`src/rtl/tlb_inval_guard.sv`:
```
module tlb_inval_guard #(
  parameter int ID_W      = 16,
  parameter int CNT_W     = 3,
  parameter int DRAIN_CYC = 4,
  parameter bit SPLIT_EN  = 1'b1
) (
  input  logic            clk,
  input  logic            rst_n,
  input  logic            op_valid,
  input  logic [2:0]      op_cls,
  input  logic [1:0]      priv,
  input  logic            virt,
  input  logic            tvm,
  input  logic            vtvm,
  input  logic [ID_W-1:0] asid,
  input  logic [ID_W-1:0] vmid,
  output logic [1:0]      perm,
  output logic            stall,
  output logic            inv_fire,
  output logic            inv_by_vmid,
  output logic [ID_W-1:0] inv_tag
);

  localparam logic [2:0] OP_SINV  = 3'd0;
  localparam logic [2:0] OP_GVINV = 3'd1;
  localparam logic [2:0] OP_GPINV = 3'd2;
  localparam logic [2:0] OP_WFNC  = 3'd3;
  localparam logic [2:0] OP_IRFNC = 3'd4;
  localparam logic [2:0] OP_SFULL = 3'd5;
  localparam logic [2:0] OP_HVFUL = 3'd6;
  localparam logic [2:0] OP_HGFUL = 3'd7;

  localparam logic [1:0] P_OK   = 2'd0;
  localparam logic [1:0] P_ILL  = 2'd1;
  localparam logic [1:0] P_VIRT = 2'd2;

  localparam int TMR_W = $clog2(DRAIN_CYC + 1);
  localparam logic [TMR_W-1:0] TMR_LAST = TMR_W'(DRAIN_CYC - 1);
  localparam logic [CNT_W-1:0] CNT_MAX  = '1;

  logic is_sup, is_gv, is_gp, is_split_inv, is_full, is_irf;
  logic allowed, inc, dec, need_wait;
  logic [CNT_W-1:0] cnt_q;
  logic [TMR_W-1:0] tmr_q;

  assign is_sup       = (op_cls == OP_SINV)  || (op_cls == OP_SFULL);
  assign is_gv        = (op_cls == OP_GVINV) || (op_cls == OP_HVFUL);
  assign is_gp        = (op_cls == OP_GPINV) || (op_cls == OP_HGFUL);
  assign is_split_inv = (op_cls == OP_SINV) || (op_cls == OP_GVINV) || (op_cls == OP_GPINV);
  assign is_full      = (op_cls == OP_SFULL) || (op_cls == OP_HVFUL) || (op_cls == OP_HGFUL);
  assign is_irf       = (op_cls == OP_IRFNC);

  always_comb begin
    perm = P_OK;
    if (priv == 2'd3) begin
      perm = P_OK;
    end else if (priv == 2'd2) begin
      perm = P_ILL;
    end else if (priv == 2'd0) begin
      perm = virt ? P_VIRT : P_ILL;
    end else if (!virt) begin
      if ((is_sup || is_gp) && tvm) perm = P_ILL;
    end else begin
      if (is_gv || is_gp)          perm = P_VIRT;
      else if (is_sup && vtvm)     perm = P_VIRT;
    end
  end

  assign allowed = op_valid && (perm == P_OK);
  assign dec     = (cnt_q != '0) && (tmr_q == TMR_LAST);

  generate
    if (SPLIT_EN) begin : g_batched
      assign need_wait = (is_irf || is_full) ? (cnt_q != '0)
                       : is_split_inv        ? (cnt_q == CNT_MAX)
                       : 1'b0;
      assign inc = allowed && is_split_inv && !stall;
    end else begin : g_flat
      assign need_wait = 1'b0;
      assign inc       = 1'b0;
    end
  endgenerate

  assign stall       = allowed && need_wait;
  assign inv_fire    = allowed && (is_split_inv || is_full) && !stall;
  assign inv_by_vmid = is_gp;
  assign inv_tag     = is_gp ? vmid : asid;

  always_ff @(posedge clk) begin
    if (!rst_n) begin
      cnt_q <= '0;
      tmr_q <= '0;
    end else begin
      if (inc && !dec)      cnt_q <= cnt_q + 1'b1;
      else if (dec && !inc) cnt_q <= cnt_q - 1'b1;
      if ((cnt_q == '0) || dec) tmr_q <= '0;
      else                      tmr_q <= tmr_q + 1'b1;
    end
  end


  user_trap_chk: assert property (@(posedge clk) disable iff (!rst_n)
    (priv == 2'd0 && !virt) |-> perm == P_ILL);


  fence_free_chk: assert property (@(posedge clk) disable iff (!rst_n)
    ((op_cls == OP_WFNC || op_cls == OP_IRFNC) && priv == 2'd1) |-> perm == P_OK);


  pend_grow_chk: assert property (@(posedge clk) disable iff (!rst_n)
    (inv_fire && is_split_inv && SPLIT_EN && !dec) |=> cnt_q == $past(cnt_q) + 1'b1);


  pend_drain_chk: assert property (@(posedge clk) disable iff (!rst_n)
    (dec && !inc) |=> cnt_q == $past(cnt_q) - 1'b1);


  irf_wait_chk: assert property (@(posedge clk) disable iff (!rst_n)
    (SPLIT_EN && allowed && is_irf && cnt_q != '0) |-> stall && !inv_fire);


  sat_hold_chk: assert property (@(posedge clk) disable iff (!rst_n)
    (allowed && is_split_inv && cnt_q == CNT_MAX) |=> cnt_q != '0);


  trapped_quiet_chk: assert property (@(posedge clk) disable iff (!rst_n)
    (op_valid && perm != P_OK) |-> !inv_fire && !stall);

endmodule

```
`config.mk`:
```
export PLATFORM = sky130hd
export DESIGN_NAME = tlb_inval_guard
export DESIGN_NICKNAME = d
export VERILOG_FILES = /design/src/rtl/tlb_inval_guard.sv
export SDC_FILE = /design/constraint.sdc
export NUM_CORES = 1
export LEC_CHECK = 0
export CORE_ASPECT_RATIO = 1.25
export CORE_MARGIN = 3
export CORE_UTILIZATION = 31
export CTS_BUF_LIST = sky130_fd_sc_hd__clkbuf_4
export CTS_CLUSTER_DIAMETER = 200
export DETAILED_ROUTE_END_ITERATION = 16
export PLACE_DENSITY = 0.94
export SYNTH_ARGS = -nofsm -noshare
export SYNTH_HDL_FRONTEND = slang
export SYNTH_SLANG_ARGS = --single-unit
```
`constraint.sdc`:
```
create_clock -name clk -period 3.4 [get_ports clk]
set_input_delay 0.68 -clock clk [delete_from_list [all_inputs] [get_ports clk]]
set_output_delay 0.68 -clock clk [all_outputs]
set_load 0.02 [all_outputs]
```
# == After elaboration in Yosys (flattened, before gate mapping) ==
# Index checks and enable logic that the tools add are counted.
# totals
reg_bits,6
in_bits,43
out_inout_bits,21
elab_cells,62
# op_classes
add_sub_neg,3
eq_ne,10
n_mux,13
n_bitwise,1
reduce_logical,33
# op_table
cell,n
$mux 16,1
$eq 3x3->1 const B,5
$mux 2,7
$logic_or 1x1->1,12
$logic_and 1x1->1,11
$add 3x1->3 const B,2
$eq 3x2->1 const B,2
$logic_not 3->1,2
$mux 3,2
$eq 2x2->1 const B,2
$logic_not 2->1,2
$eq 3x1->1 const B,1
$logic_not 1->1,3
$mux 1,3
$reduce_bool 3->1,1
$sub 3x1->3 const B,1
$reduce_bool 2->1,1
$reduce_or 2->1,1
$not 1->1,1

# == Depth between registers and ports, before layout ==
# logic_depth
ltp_word,18
mapped_depth,11
ltp_nobuf,10

# == Least setup slack after synthesis ==
# No wires, ideal clock.
# synth_path
path_kind,input port to flip-flop
startpoint,in op_cls[1]
endpoint,reg cnt_q[2]
setup_ns,0.076
t_arrival_ns,2.753
required_ns,3.324
slack_ns,0.572
cell_stages,10
path_buffers,0
cell_sequence,or3_1 > o221ai_2 > o2111ai_2 > nor4bb_2 > ha_1 > inv_1 > fa_1 > xor2_1 > or3_1 > a21boi_0
# synth_between
elab_chain_len,17
elab_cells_between_ends,39
cone_classes,6 x eq/ne; 10 x mux; 23 x reduce/logical
# synth_lines
element,line,text
start: declaration,10,"input logic [2:0] op_cls,"
$eq 3x3->1 (tied with other cells),"46, 50",
"$logic_or 1x1->1, on equally long branches","46, 48",
$logic_and 1x1->1 or $logic_or 1x1->1 (tied branches),"65, 62",
$mux 2 or $logic_and 1x1->1 (tied branches),"65, 62",
$mux 2 or $mux 1 (tied branches),"64, 62",
$mux 2,61,end else if (!virt) begin
$mux 2,59,end else if (priv == 2'd0) begin
$mux 2,57,end else if (priv == 2'd2) begin
$mux 2,55,if (priv == 2'd3) begin
$logic_not 2->1,69,assign allowed = op_valid && (perm == P_OK);
$logic_and 1x1->1,69,
$logic_and 1x1->1,84,assign stall = allowed && need_wait;
$logic_not 1->1,77,assign inc = allowed && is_split_inv && !stall;
$logic_and 1x1->1 (*),77,
$logic_not 1->1,95,else if (dec && !inc) cnt_q <= cnt_q - 1'b1;
$logic_and 1x1->1,95,
$reduce_bool 2->1 (no line),n/a,
end signal: assignment,94,if (inc && !dec) cnt_q <= cnt_q + 1'b1;
end signal: assignment,95,
end: declaration,43,logic [CNT_W-1:0] cnt_q;
# Mark *: on every way between the ends. The rest lies on a longest branch, timed or not.
# A chain may end at the register's enable or synchronous reset.

# == Final worst setup path ==
# layout_path
startpoint,in op_cls[0]
endpoint,out inv_tag[9]
# layout_between
elab_chain_len,3
elab_cells_between_ends,4
cone_classes,2 x eq/ne; 1 x mux; 1 x reduce/logical
# layout_lines
element,line,text
$eq 3x2->1 or $eq 3x3->1 (tied branches),48,assign is_gp = (op_cls == OP_GPINV) || (op_cls == OP_HGFUL);
$logic_or 1x1->1 (*),48,
$mux 16 (*),87,assign inv_tag = is_gp ? vmid : asid;
end: declaration,21,output logic [ID_W-1:0] inv_tag
# Marks and branches as above.

==> results.py <==
metrics = {
    "setup_path": {
        "startpoint_type": "input pin",
        "crit_required_ns": 2.72,
        "cp_data_arrival_time_ns": 2.66,
        "path_max_fanout": 16,
        "worstSetupPathType": "in -> out",
        "end_kind": "output port",
    },
    "route": {
        "wl_per_cell_um": 16.4,
        "drt-pass1-iter-count": 4,
        "vias": 820,
        "drt_iter0_drc": 10,
        "wl_mm": 2.58,
        "ant_nets": 0,
        "viasPerCell": 5.19,
        "drc": 0,
    },
    "yosys": {
        "synth_compound_area_frac": 0.143,
        "synthFlopType": "dfxtp_1",
        "synth-simple-area-share": 0.197,
        "synth_edf_count": 0,
        "synth_top_family_by_area": "multiplexers",
        "ys_seq_elements": 6,
        "syn_nets": 118,
        "syn_area_um2": 672,
        "yosysSeqAreaShare": 0.179,
        "postSynthAreaPerCell_um2": 9.46,
        "syn_inst": 71,
        "synth_common_cells": "16 x mux2_2, 6 x dfxtp_1, 4 x inv_1, 4 x nor2_1",
        "synth_xor_area_frac": 0.0503,
        "synth_top_area_frac": 0.268,
        "yosys_warnings": 0,
        "yosys.area.top_type": "mux2_2",
        "yosysMostFrequentCell": "mux2_2",
        "synthArstFlopShare": 0,
        "synth_adder_area_share": 0.0857,
        "synth_area_leaders": "mux2_2 27%, dfxtp_1 18%, ha_1 5.6%",
        "synth_cell_type_count": 31,
        "synthMuxAreaShare": 0.283,
    },
    "power_and_ir_drop": {
        "ir_worst_vdd_uv": 248,
        "seq_power_share": 0.240,
        "power_density_mw_per_mm2": 235,
        "finalPower_mw": 0.324,
        "p_clk_frac": 0.194,
        "p_int_mw": 0.225,
        "combPwrFrac": 0.567,
        "p_leak_nw": 0.597,
        "p_sw_frac": 0.307,
        "power.switching_mw": 0.0996,
    },
    "cts": {
        "clkSlewWorstSetupHoldPaths_ns": 0.04,
        "cts_tree": "built",
        "clock_sink_count": 6,
        "cts_setup_buffers": 0,
        "clockBufferDepth": 2,
        "clock_latency_ns": 0.24,
        "cts_hold_buffers": 0,
        "root_buffer": "clkbuf_4",
        "ctsHtreeMaxLevel": 1,
        "cts_made_buffers": 3,
    },
    "sta": {
        "hold_slack_ns": 0.424,
        "worst_pin_slew_ns": 0.293,
        "max_freq_mhz": 300,
        "final-setup-viol-count": 0,
        "maxSlewHeadroom": 0.805,
        "final-hold-violation-count": 0,
        "rsz0062_at_grt": "false",
        "drv_slew": 0,
        "min_period_ns": 3.34,
        "period_share": 0.981,
        "skew_ns": 0.00167,
    },
    "floorplan": {
        "die_w_um": 47.6,
        "initial_core_util": 0.331,
        "die_y_um": 58.1,
        "fp.dieArea_mm2": 0.00277,
        "ioPinCount": 64,
        "rows": 18,
        "core_mm2": 0.00203,
    },
    "cells_and_area": {
        "finish.utilization": 0.680,
        "nNetsFinal": 187,
        "area_growth_pct": 105,
        "drive_gt1_frac": 0.210,
        "layout.cells.non_filler": 158,
        "antennaDiodeCount": 0,
    },
    "global_routing": {
        "grt_pass1_wl_mm": 3.59,
        "use_met1": 0.175,
        "grt-busiest-layer": "met2",
        "grt_usage": 0.187,
        "grtUsageMet3": 0.0590,
        "grt_start_max_net_pins": 17,
        "met2_usage": 0.324,
        "overflow": 0,
        "grt_pass1_vias": 811,
        "antenna_found_initial": 0,
    },
    "outcome": {
        "status": "complete, no violations",
    },
    "placement": {
        "hpwl_mm": 2.19,
        "io_buffers": 63,
        "placed_cells": 155,
        "routabilityCongestion": 0.922,
    },
    "hold_path": {
        "hold_path_class": "reg -> reg",
    },
    "flow_run": {
        "maxCapViolations": 0,
    },
}
==> per-layer routing <==
layer | vias to the layer above | part of all wire | wire length, um
met5 | - | 0 | 0
met1 | 368 | 0.34 | 884
li1 | 393 | - | -
met3 | 8 | 0.13 | 325
met4 | 0 | 0.034 | 89
met2 | 51 | 0.50 | 1280
==> power groups by stage <==
stage,registers [mW],logic (mW),clock network [mW]
6_report,0.0777,0.184,0.0627
5_1_grt,0.0784,0.194,0.0777
3_5_place_dp,0.0789,0.185,0
3_3_place_gp,0.0785,0.182,0
2_1_floorplan,0.0772,0.0835,0
4_1_cts,0.0777,0.186,0.0686
==> layout by cell type, fill, tap and decap left out <==
cell type	Yosys	layout
a211oi_1	1	1
a21boi_0	2	2
a21o_2	1	1
a21oi_1	2	2
and2_1	2	2
buf_12	0	1
buf_4	0	3
clkbuf_4	0	3
clkdlybuf4s50_1	0	57
dfxtp_1	6	6
dlygate4sd2_1	0	1
dlymetal6s2s_1	0	5
fa_1	1	1
ha_1	3	3
inv_1	4	4
mux2_2	16	16
mux2i_1	1	1
nand2_1	3	3
nand2_2	1	1
nand2b_1	2	2
nand3_1	1	1
nand3b_1	2	2
nand4_1	1	1
nor2_1	4	4
nor2b_1	1	1
nor3b_1	1	1
nor4bb_2	1	1
o2111ai_2	1	1
o21ai_0	2	2
o221ai_2	1	1
o31ai_1	2	2
or3_1	3	3
xnor2_1	1	1
xnor2_2	1	1
xor2_1	1	1
==> final cells by class <==
cell class | instances | area [um^2]
inverters | 4 | 15.0
fillers | 174 | 649
flip-flops and latches | 6 | 120
clock buffers | 3 | 22.5
well taps | 20 | 25.0
multi-input cells | 58 | 510
repair buffers | 67 | 684
==> state kept, by name, summed over array words and instances (netlist names) <==
name / cells
cnt_q: 3
tmr_q: 3
==> repair_timing <==
item / 4_1_cts / 5_1_grt
setup endpoints to repair: 1 / 5
endpoints found under the hold margin: 0 / 0
gates resized for setup: 1 / 5
==> worst paths after layout <==
path                            cells past startpoint         end  slack, ns  startpoint
worst max-delay path                                7  inv_tag[9]       0.06   op_cls[0]
worst min-delay path                                1    tmr_q[0]       0.42    tmr_q[0]
worst max register to register                      8    cnt_q[2]       1.25    cnt_q[0]
worst min register to register                      1    tmr_q[0]       0.42    tmr_q[0]
==> stage by stage <==
| stage | TNS, ns | cell area, um^2 | setup WS, ns |
|---|---|---|---|
| after floorplan | 0 | 672 | 0.572 |
| after global placement | 0 | 1340 | 0.0362 |
| after detailed placement | -0.0682 | 1340 | -0.0585 |
| after CTS | 0 | 1370 | 0.0522 |
| after global routing | 0 | 1380 | 0.000446 |
| final | 0 | 1380 | 0.0631 |
==> logic make-up after synthesis <==
group | Yosys count
flip-flops | 6
buffers and inverters | 7
adder cells (fa/ha/maj) | 4
XOR/XNOR | 3
AND/OR/NAND/NOR | 22
multiplexers | 17
AO/OA/AOI/OAI | 12
==> critical path, cell delays in order <==
cell and delay (ns):
clkdlybuf4s50_1 0.49, buf_4 0.18, xnor2_2 0.15, nand2_2 0.12, buf_12 0.15, mux2_2 0.34, clkdlybuf4s50_1 0.54
Power figures use the tool's default switching activity.
